$ cat src/rtl/tx_defer_pkg.sv
package tx_defer_pkg;
  typedef enum logic [2:0] {
    PH_BUSY,   // medium busy, waiting for carrier to drop
    PH_EARLY,  // restartable part of the gap
    PH_LATE,   // committed part (two-part) or still restartable (simple)
    PH_IDLE,   // gap satisfied, no request yet
    PH_GRANT   // permit held until the transmitter starts
  } defer_phase_e;
endpackage

$ cat src/rtl/tx_defer_gap_counter.sv
module tx_defer_gap_counter #(
  parameter int GAP_BITS   = 96,
  parameter int EARLY_BITS = 64,
  localparam int CNT_W     = $clog2(GAP_BITS + 1)
) (
  input  logic clk,
  input  logic rst_n,
  input  logic clr,
  input  logic adv,
  output logic early_last,
  output logic gap_last
);
  localparam logic [CNT_W-1:0] EARLY_LAST = CNT_W'(EARLY_BITS - 1);
  localparam logic [CNT_W-1:0] GAP_LAST   = CNT_W'(GAP_BITS - 1);

  logic [CNT_W-1:0] cnt_q;

  always_ff @(posedge clk or negedge rst_n) begin
    if (!rst_n)   cnt_q <= '0;
    else if (clr) cnt_q <= '0;
    else if (adv) cnt_q <= cnt_q + 1'b1;
  end

  assign early_last = (cnt_q == EARLY_LAST);
  assign gap_last   = (cnt_q == GAP_LAST);

  AST_CNT_RANGE:  assert property (@(posedge clk) disable iff (!rst_n) cnt_q <= GAP_LAST);
  AST_CNT_FROZEN: assert property (@(posedge clk) disable iff (!rst_n) (!clr && !adv) |=> $stable(cnt_q));
endmodule

$ cat src/rtl/tx_defer_phase_fsm.sv
module tx_defer_phase_fsm
  import tx_defer_pkg::*;
(
  input  logic         clk,
  input  logic         rst_n,
  input  logic         bit_tick,
  input  logic         carrier_sense,
  input  logic         simple_defer,
  input  logic         tx_req,
  input  logic         tx_start,
  input  logic         early_last,
  input  logic         gap_last,
  output logic         cnt_clr,
  output logic         cnt_adv,
  output defer_phase_e phase
);
  defer_phase_e phase_d;
  logic         counting;
  logic         restart;

  assign counting = (phase == PH_EARLY) || (phase == PH_LATE);
  assign restart  = carrier_sense &&
                    ((phase == PH_EARLY) || ((phase == PH_LATE) && simple_defer));
  assign cnt_clr  = !counting || restart || (bit_tick && gap_last);
  assign cnt_adv  = bit_tick;

  always_comb begin
    phase_d = phase;
    unique case (phase)
      PH_BUSY:  if (!carrier_sense) phase_d = PH_EARLY;
      PH_EARLY: begin
        if (restart)                     phase_d = PH_BUSY;
        else if (bit_tick && gap_last)   phase_d = PH_IDLE;
        else if (bit_tick && early_last) phase_d = PH_LATE;
      end
      PH_LATE: begin
        if (restart)                     phase_d = PH_BUSY;
        else if (bit_tick && gap_last)   phase_d = PH_IDLE;
      end
      PH_IDLE: begin
        if (tx_req)                      phase_d = PH_GRANT;
        else if (carrier_sense)          phase_d = PH_BUSY;
      end
      PH_GRANT: if (tx_start)            phase_d = PH_BUSY;
      default:                           phase_d = PH_BUSY;
    endcase
  end

  always_ff @(posedge clk or negedge rst_n) begin
    if (!rst_n) phase <= PH_BUSY;
    else        phase <= phase_d;
  end

  AST_EARLY_RESTART: assert property (@(posedge clk) disable iff (!rst_n)
    (phase == PH_EARLY && carrier_sense) |=> (phase == PH_BUSY));
  AST_LATE_COMMIT:   assert property (@(posedge clk) disable iff (!rst_n)
    (phase == PH_LATE && !simple_defer) |=> (phase == PH_LATE || phase == PH_IDLE));
  AST_SIMPLE_RESTART: assert property (@(posedge clk) disable iff (!rst_n)
    (phase == PH_LATE && simple_defer && carrier_sense) |=> (phase == PH_BUSY));
  AST_IDLE_REARM:    assert property (@(posedge clk) disable iff (!rst_n)
    (phase == PH_IDLE && !tx_req && carrier_sense) |=> (phase == PH_BUSY));
endmodule

$ cat src/rtl/tx_defer_timer.sv
module tx_defer_timer
  import tx_defer_pkg::*;
#(
  parameter int GAP_BITS   = 96,
  parameter int EARLY_BITS = 64
) (
  input  logic clk,
  input  logic rst_n,
  input  logic bit_tick,
  input  logic carrier_sense,
  input  logic simple_defer,
  input  logic tx_req,
  input  logic tx_start,
  output logic tx_permit,
  output logic deferring
);
  logic         cnt_clr, cnt_adv, early_last, gap_last;
  defer_phase_e phase;

  tx_defer_gap_counter #(.GAP_BITS(GAP_BITS), .EARLY_BITS(EARLY_BITS)) u_cnt (
    .clk(clk), .rst_n(rst_n), .clr(cnt_clr), .adv(cnt_adv),
    .early_last(early_last), .gap_last(gap_last)
  );

  tx_defer_phase_fsm u_fsm (
    .clk(clk), .rst_n(rst_n), .bit_tick(bit_tick), .carrier_sense(carrier_sense),
    .simple_defer(simple_defer), .tx_req(tx_req), .tx_start(tx_start),
    .early_last(early_last), .gap_last(gap_last),
    .cnt_clr(cnt_clr), .cnt_adv(cnt_adv), .phase(phase)
  );

  assign tx_permit = (phase == PH_GRANT);
  assign deferring = (phase == PH_BUSY) || (phase == PH_EARLY) || (phase == PH_LATE);

  initial begin
    assert (EARLY_BITS > 0 && EARLY_BITS < GAP_BITS);
  end

  AST_PERMIT_HOLD:    assert property (@(posedge clk) disable iff (!rst_n)
    (tx_permit && !tx_start) |=> tx_permit);
  AST_START_RELEASE:  assert property (@(posedge clk) disable iff (!rst_n)
    (tx_permit && tx_start) |=> (!tx_permit && deferring));
  AST_GRANT_AFTER_GAP: assert property (@(posedge clk) disable iff (!rst_n)
    $rose(tx_permit) |-> !$past(deferring));
endmodule

$ cat config.mk
export PLATFORM = sky130hd
export DESIGN_NAME = tx_defer_timer
export DESIGN_NICKNAME = d
export VERILOG_FILES = /design/src/rtl/tx_defer_pkg.sv /design/src/rtl/tx_defer_gap_counter.sv /design/src/rtl/tx_defer_phase_fsm.sv /design/src/rtl/tx_defer_timer.sv
export SDC_FILE = /design/constraint.sdc
export NUM_CORES = 1
export LEC_CHECK = 0
export BUFFER_PORTS_ARGS = -buffer_cell sky130_fd_sc_hd__buf_4
export CORE_MARGIN = 2
export CORE_UTILIZATION = 44
export DETAILED_ROUTE_END_ITERATION = 12
export PLACE_DENSITY_LB_ADDON = 0.25
export SYNTH_ARGS = -nofsm -noshare
export SYNTH_HDL_FRONTEND = slang
export SYNTH_SLANG_ARGS = --single-unit
$ cat constraint.sdc
create_clock -name clk -period 2 [get_ports clk]
set_input_delay 0.2 -clock clk [delete_from_list [all_inputs] [get_ports clk]]
set_output_delay 0.2 -clock clk [all_outputs]
set_load 0.02 [all_outputs]
### Word-level counts from Yosys, hierarchy flattened

Index checks and enable logic that the tools add are counted.

* add/sub/neg operators: 1
* equality and inequality tests: 11
* muxes and demuxes: 12
* reductions and logical operators: 14

Operator list (number)
* $mux W3: 9
* $pmux W3 S5: 1
* $mux W7: 2
* $add A7 B1 Y7 const B: 1
* $eq A7 B6 Y1 const B: 1
* $eq A7 B7 Y1 const B: 1
* $eq A3 B2 Y1 const B: 2
* $logic_or A1 B1 Y1: 6
* $reduce_and A5 Y1: 1
* $logic_and A1 B1 Y1: 4
* $ne A2 B2 Y1 const B: 2
* $ne A4 B1 Y1 const B: 1
* $eq A3 B1 Y1 const B: 1
* $eq A3 B3 Y1 const B: 1
* $logic_not A3 Y1: 1
* $ne A3 B1 Y1 const B: 1
* $ne A3 B3 Y1 const B: 1
* $reduce_bool A2 Y1: 1
* $logic_not A1 Y1: 1

* register bits after elaboration: 10
* bits of input ports: 7
* output and inout bits: 2
* logic and storage cells: 40

### Depth between registers and ports, before layout

* word-level depth: 7
* mapped depth: 6
* mapped depth without buffers: 6

### Hierarchy

Synthesis repeated with hierarchy kept, for this count alone.

* cells, all modules: 66
* area total of the unflattened synthesis: 624.3 µm²

By module, submodules not included
* tx_defer_gap_counter: times used 1, cells each 35, area each 372.9 µm², sequential area each 175.2 µm²
* tx_defer_phase_fsm: times used 1, cells each 29, area each 234.0 µm², sequential area each 75.1 µm²
* tx_defer_timer: times used 1, cells each 2, area each 17.5 µm², sequential area each 0.0 µm²

### Least setup slack after synthesis

OpenSTA, ideal clock, no wires.

* path type: register to register
* start: reg u_cnt.cnt_q[0]
* end: reg u_fsm.phase[0]
* arrival: 1504 ps
* data required time: 1873 ps
* setup slack: 369 ps
* stages on the path, launching flop included: 7
* clock period less this slack: 1631 ps
* path through: dfrtp_1 -> ha_1 -> nand3_4 -> nor4b_2 -> a21oi_1 -> a21oi_2 -> mux2_1

* word-level cells in the longest chain between the ends: 5

Ends and longest elaborated chain
* from (decl): line tx_defer_gap_counter.sv:16 `logic [CNT_W-1:0] cnt_q;`
* from (signal assigned): line tx_defer_gap_counter.sv:21 `else if (adv) cnt_q <= cnt_q + 1'b1;`
* $eq A7 B7 Y1: line tx_defer_gap_counter.sv:25 `assign gap_last = (cnt_q == GAP_LAST);`
* $logic_and A1 B1 Y1: line tx_defer_phase_fsm.sv:33, tx_defer_phase_fsm.sv:38
* $mux W3: line tx_defer_phase_fsm.sv:33 `else if (bit_tick && gap_last) phase_d = PH_IDLE;`
* $mux W3: line tx_defer_phase_fsm.sv:32 `if (restart) phase_d = PH_BUSY;`
* $pmux W3 S5: line tx_defer_phase_fsm.sv:29 `unique case (phase)`
* to (signal assigned): line tx_defer_phase_fsm.sv:51 `else phase <= phase_d;`
* to (decl): line tx_defer_phase_fsm.sv:15 `output defer_phase_e phase`

Several ways; a longest one is shown, not always the timed one.
A chain may end at the register's enable or synchronous reset.

### Final worst setup path

Ends and elaborated chain as after synthesis.

==> results.md <==
- Mapped Nets: 76
- Worst R2R Start: u_cnt.cnt_q[0]
- Setup ws final: 270.1 ps
- Via count: 499
- Routed WL per cell: 11.73 um
- Maximum VDD drop: 0.5217 mV
- Final Net Count: 86
- CTS buffer count: 3
- FILL cells: 126
- Reg2Reg Setup Slack: 270 ps
- Detailed-route DRC error count: 0
- Post-place setup slack: 247.1 ps
- Worst Setup End Kind: flip-flop
- Final antenna-violating net count: 0
- RSZ-0062 raised after global routing: no
- Area delta synth->final: 13.83%
- Pins Over Slew Limit: 0
- Slew headroom: 76.14%
- Clk pin slew, worst setup/hold paths: 60 ps
- First-pass GRT wire length: 1835 um
- Vias in the first global route: 424
- Row count: 13
- Sequential fraction of the synthesis area: 40.08%
- Bufs on Longest Clock Path: 2
- Die area: 0.001736 mm^2
- Number of port buffers: 8
- CTS tree: built
- Initial antenna violation count: 0
- Max-cap viol count: 0
- Initial Utilization: 47.39%
- Die height: 41.67 um
- CTS sink cnt: 10
- CTS Root Cell: clkbuf_4
- GRT Residual Overflow: 0
- Max FO, Critical Path: 4
- Post-cts sizing count: 0
- YS warnings: 0
- N_diodes: 0
- Total power: 493.7 uW
- Worst EP required: 2150 ps
- Minimum clock period after layout: 1730 ps
- Part of the cycle the worst path needs: 86.50%
- Synth area leader: dfrtp_1
- Core area: 0.001318 mm^2
- Max Clk Rate: 0.5781 GHz
- Hold Path Class: in -> reg
- Pre-antenna DRT Iters: 4
- Ranking of synthesized cells by area: dfrtp_1 40%, nor2_1 6.6%, xor2_1 4.2%
- Gate Count Post-Synth: 68
- Synth top area share: 40.08%
- Crit path arrival time: 1880 ps
- Clock Latency Late Sink: 260 ps
- Final hold violations: 0
- Most frequent cells in the layout: 11 x nor2_1, 10 x dfrtp_1, 8 x buf_4, 5 x a21oi_1, 4 x nand4_1
- Top Ports: 9
- Critical path startpoint category: flip-flop
- Least-Margin Pin Slew: 354.8 ps
- H-tree depth: 1
- Vias per inst: 5.484
- Crit. Startpoint: u_cnt.cnt_q[0]
- Hold path start: tx_start
- Status: finished, final reports clean
- Syn Area/Cell: 9.182 um^2
- Final setup viols: 0
- Yosys cell types: 29
- Crit path kind: reg -> reg
- Final non-filler cell total: 91
- P per Cell Area: 694.7 mW/mm^2
- Largest net degree at the start of global routing: 13
- Post-Route WL: 1067 um
- Hpwl dp: 837.7 um
- First DRT Iteration DRCs: 4
- Commonest non-fill, non-tap cell in the layout: nor2_1
- Setup_tns: 0 ps
- Total track usage: 13.82%
- Placer Congestion: 0.7477
- Yosys reg bits: 10
- Layout cells sized above 1: 21.05%
- Static Leak: 0.0002835 uW
- # placed instances: 87
- Synth Cell Area: 624.3 um^2
- Worst Skew: 9.760 ps
- DIE WIDTH: 41.67 um
[metrics by stage]
step / utilization (%) / hold WS (ps) / instance area, um^2
after global routing: 53.94 / 112.9 / 710.7
after global placement: 51.47 / 33.23 / 678.2
after CTS: 53.94 / 115.6 / 710.7
after floorplan: - / -95.59 / 624.3
final: 53.94 / 124.0 / 710.7
after detailed placement: 51.47 / 34.72 / 678.2
[per-layer routing]
| layer | up-vias | global-route usage (%) | part of all wire, % | wire [um] |
|---|---|---|---|---|
| met5 | - | 0 | 0 | 0 |
| met4 | 0 | 1.935 | 0 | 0 |
| met3 | 0 | 7.826 | 4.9 | 52 |
| met2 | 6 | 18.44 | 43 | 455 |
| met1 | 233 | 19.73 | 52 | 559 |
| li1 | 260 | - | - | - |
[worst paths after layout]
check                           depth (start not counted)             end
worst min register to register                          2  u_cnt.cnt_q[4]
worst max register to register                          6  u_fsm.phase[0]
worst min-delay path                                    2  u_fsm.phase[2]
min in group asynchronous                               2  u_fsm.phase[0]
worst max-delay path                                    6  u_fsm.phase[0]
max in group asynchronous                               2  u_cnt.cnt_q[5]
[layout make-up]
class	count	area, um^2	area share (%)
well taps	15	18.77	2.641
multi-input cells	51	337.8	47.54
flip-flops and latches	10	250.2	35.21
inverters	3	11.26	1.585
repair buffers	9	70.07	9.859
clock buffers	3	22.52	3.169
[synthesized netlist by cell type]
cell type   n
o21ai_0     2
nor2b_1     1
nor4_4      1
ha_1        1
o21ai_1     1
nor4b_2     1
buf_4       2
o41ai_1     1
a21oi_1     5
buf_2       2
nor2_1     11
mux2_1      1
xor2_1      3
nand2_1     3
xnor2_1     2
a21oi_2     1
dfrtp_1    10
or2_1       1
nand4_1     4
inv_2       1
inv_1       2
or3_1       1
mux2i_1     1
o31ai_1     1
nor3_1      3
nand3_4     1
nand3_1     2
nor3b_1     1
a31oi_1     2
[critical path, stage by stage, from the launching register on]
cell	delay [ps]
dfrtp_1	380
ha_1	240
nand3_4	110
nor4b_2	280
a21oi_1	130
a21oi_2	150
mux2_1	320
[power by group]
group,internal [uW],switching (uW),total (uW)
logic,55.7,56.6,112
registers,219,31.4,250
clock network,69.2,62.3,131
[logic make-up (layout without fill, tap and decap cells)]
logic type / after synthesis / count (layout) / share of synthesized area (%)
DFF: 10 / 10 / 40.08
AOI/OAI and AO/OA: 13 / 13 / 12.42
muxes: 2 / 2 / 3.407
and+or+nand+nor: 30 / 30 / 29.26
xor gates and xnor gates: 5 / 5 / 7.015
adders and majority gates: 1 / 1 / 2.004
buffers and inverters: 7 / 15 / 5.811
[flip-flops by register name (all words and copies together) (netlist names)]
| name | cells |
|---|---|
| u_fsm.phase | 3 |
| u_cnt.cnt_q | 7 |
[what timing repair did]
item / in CTS / in global routing
setup buffers: 0 / 0
setup endpoints to repair: 0 / 0
endpoints found under the hold margin: 10 / 0
hold buffers: 1 / 0
(Power assumes the default switching activity.)
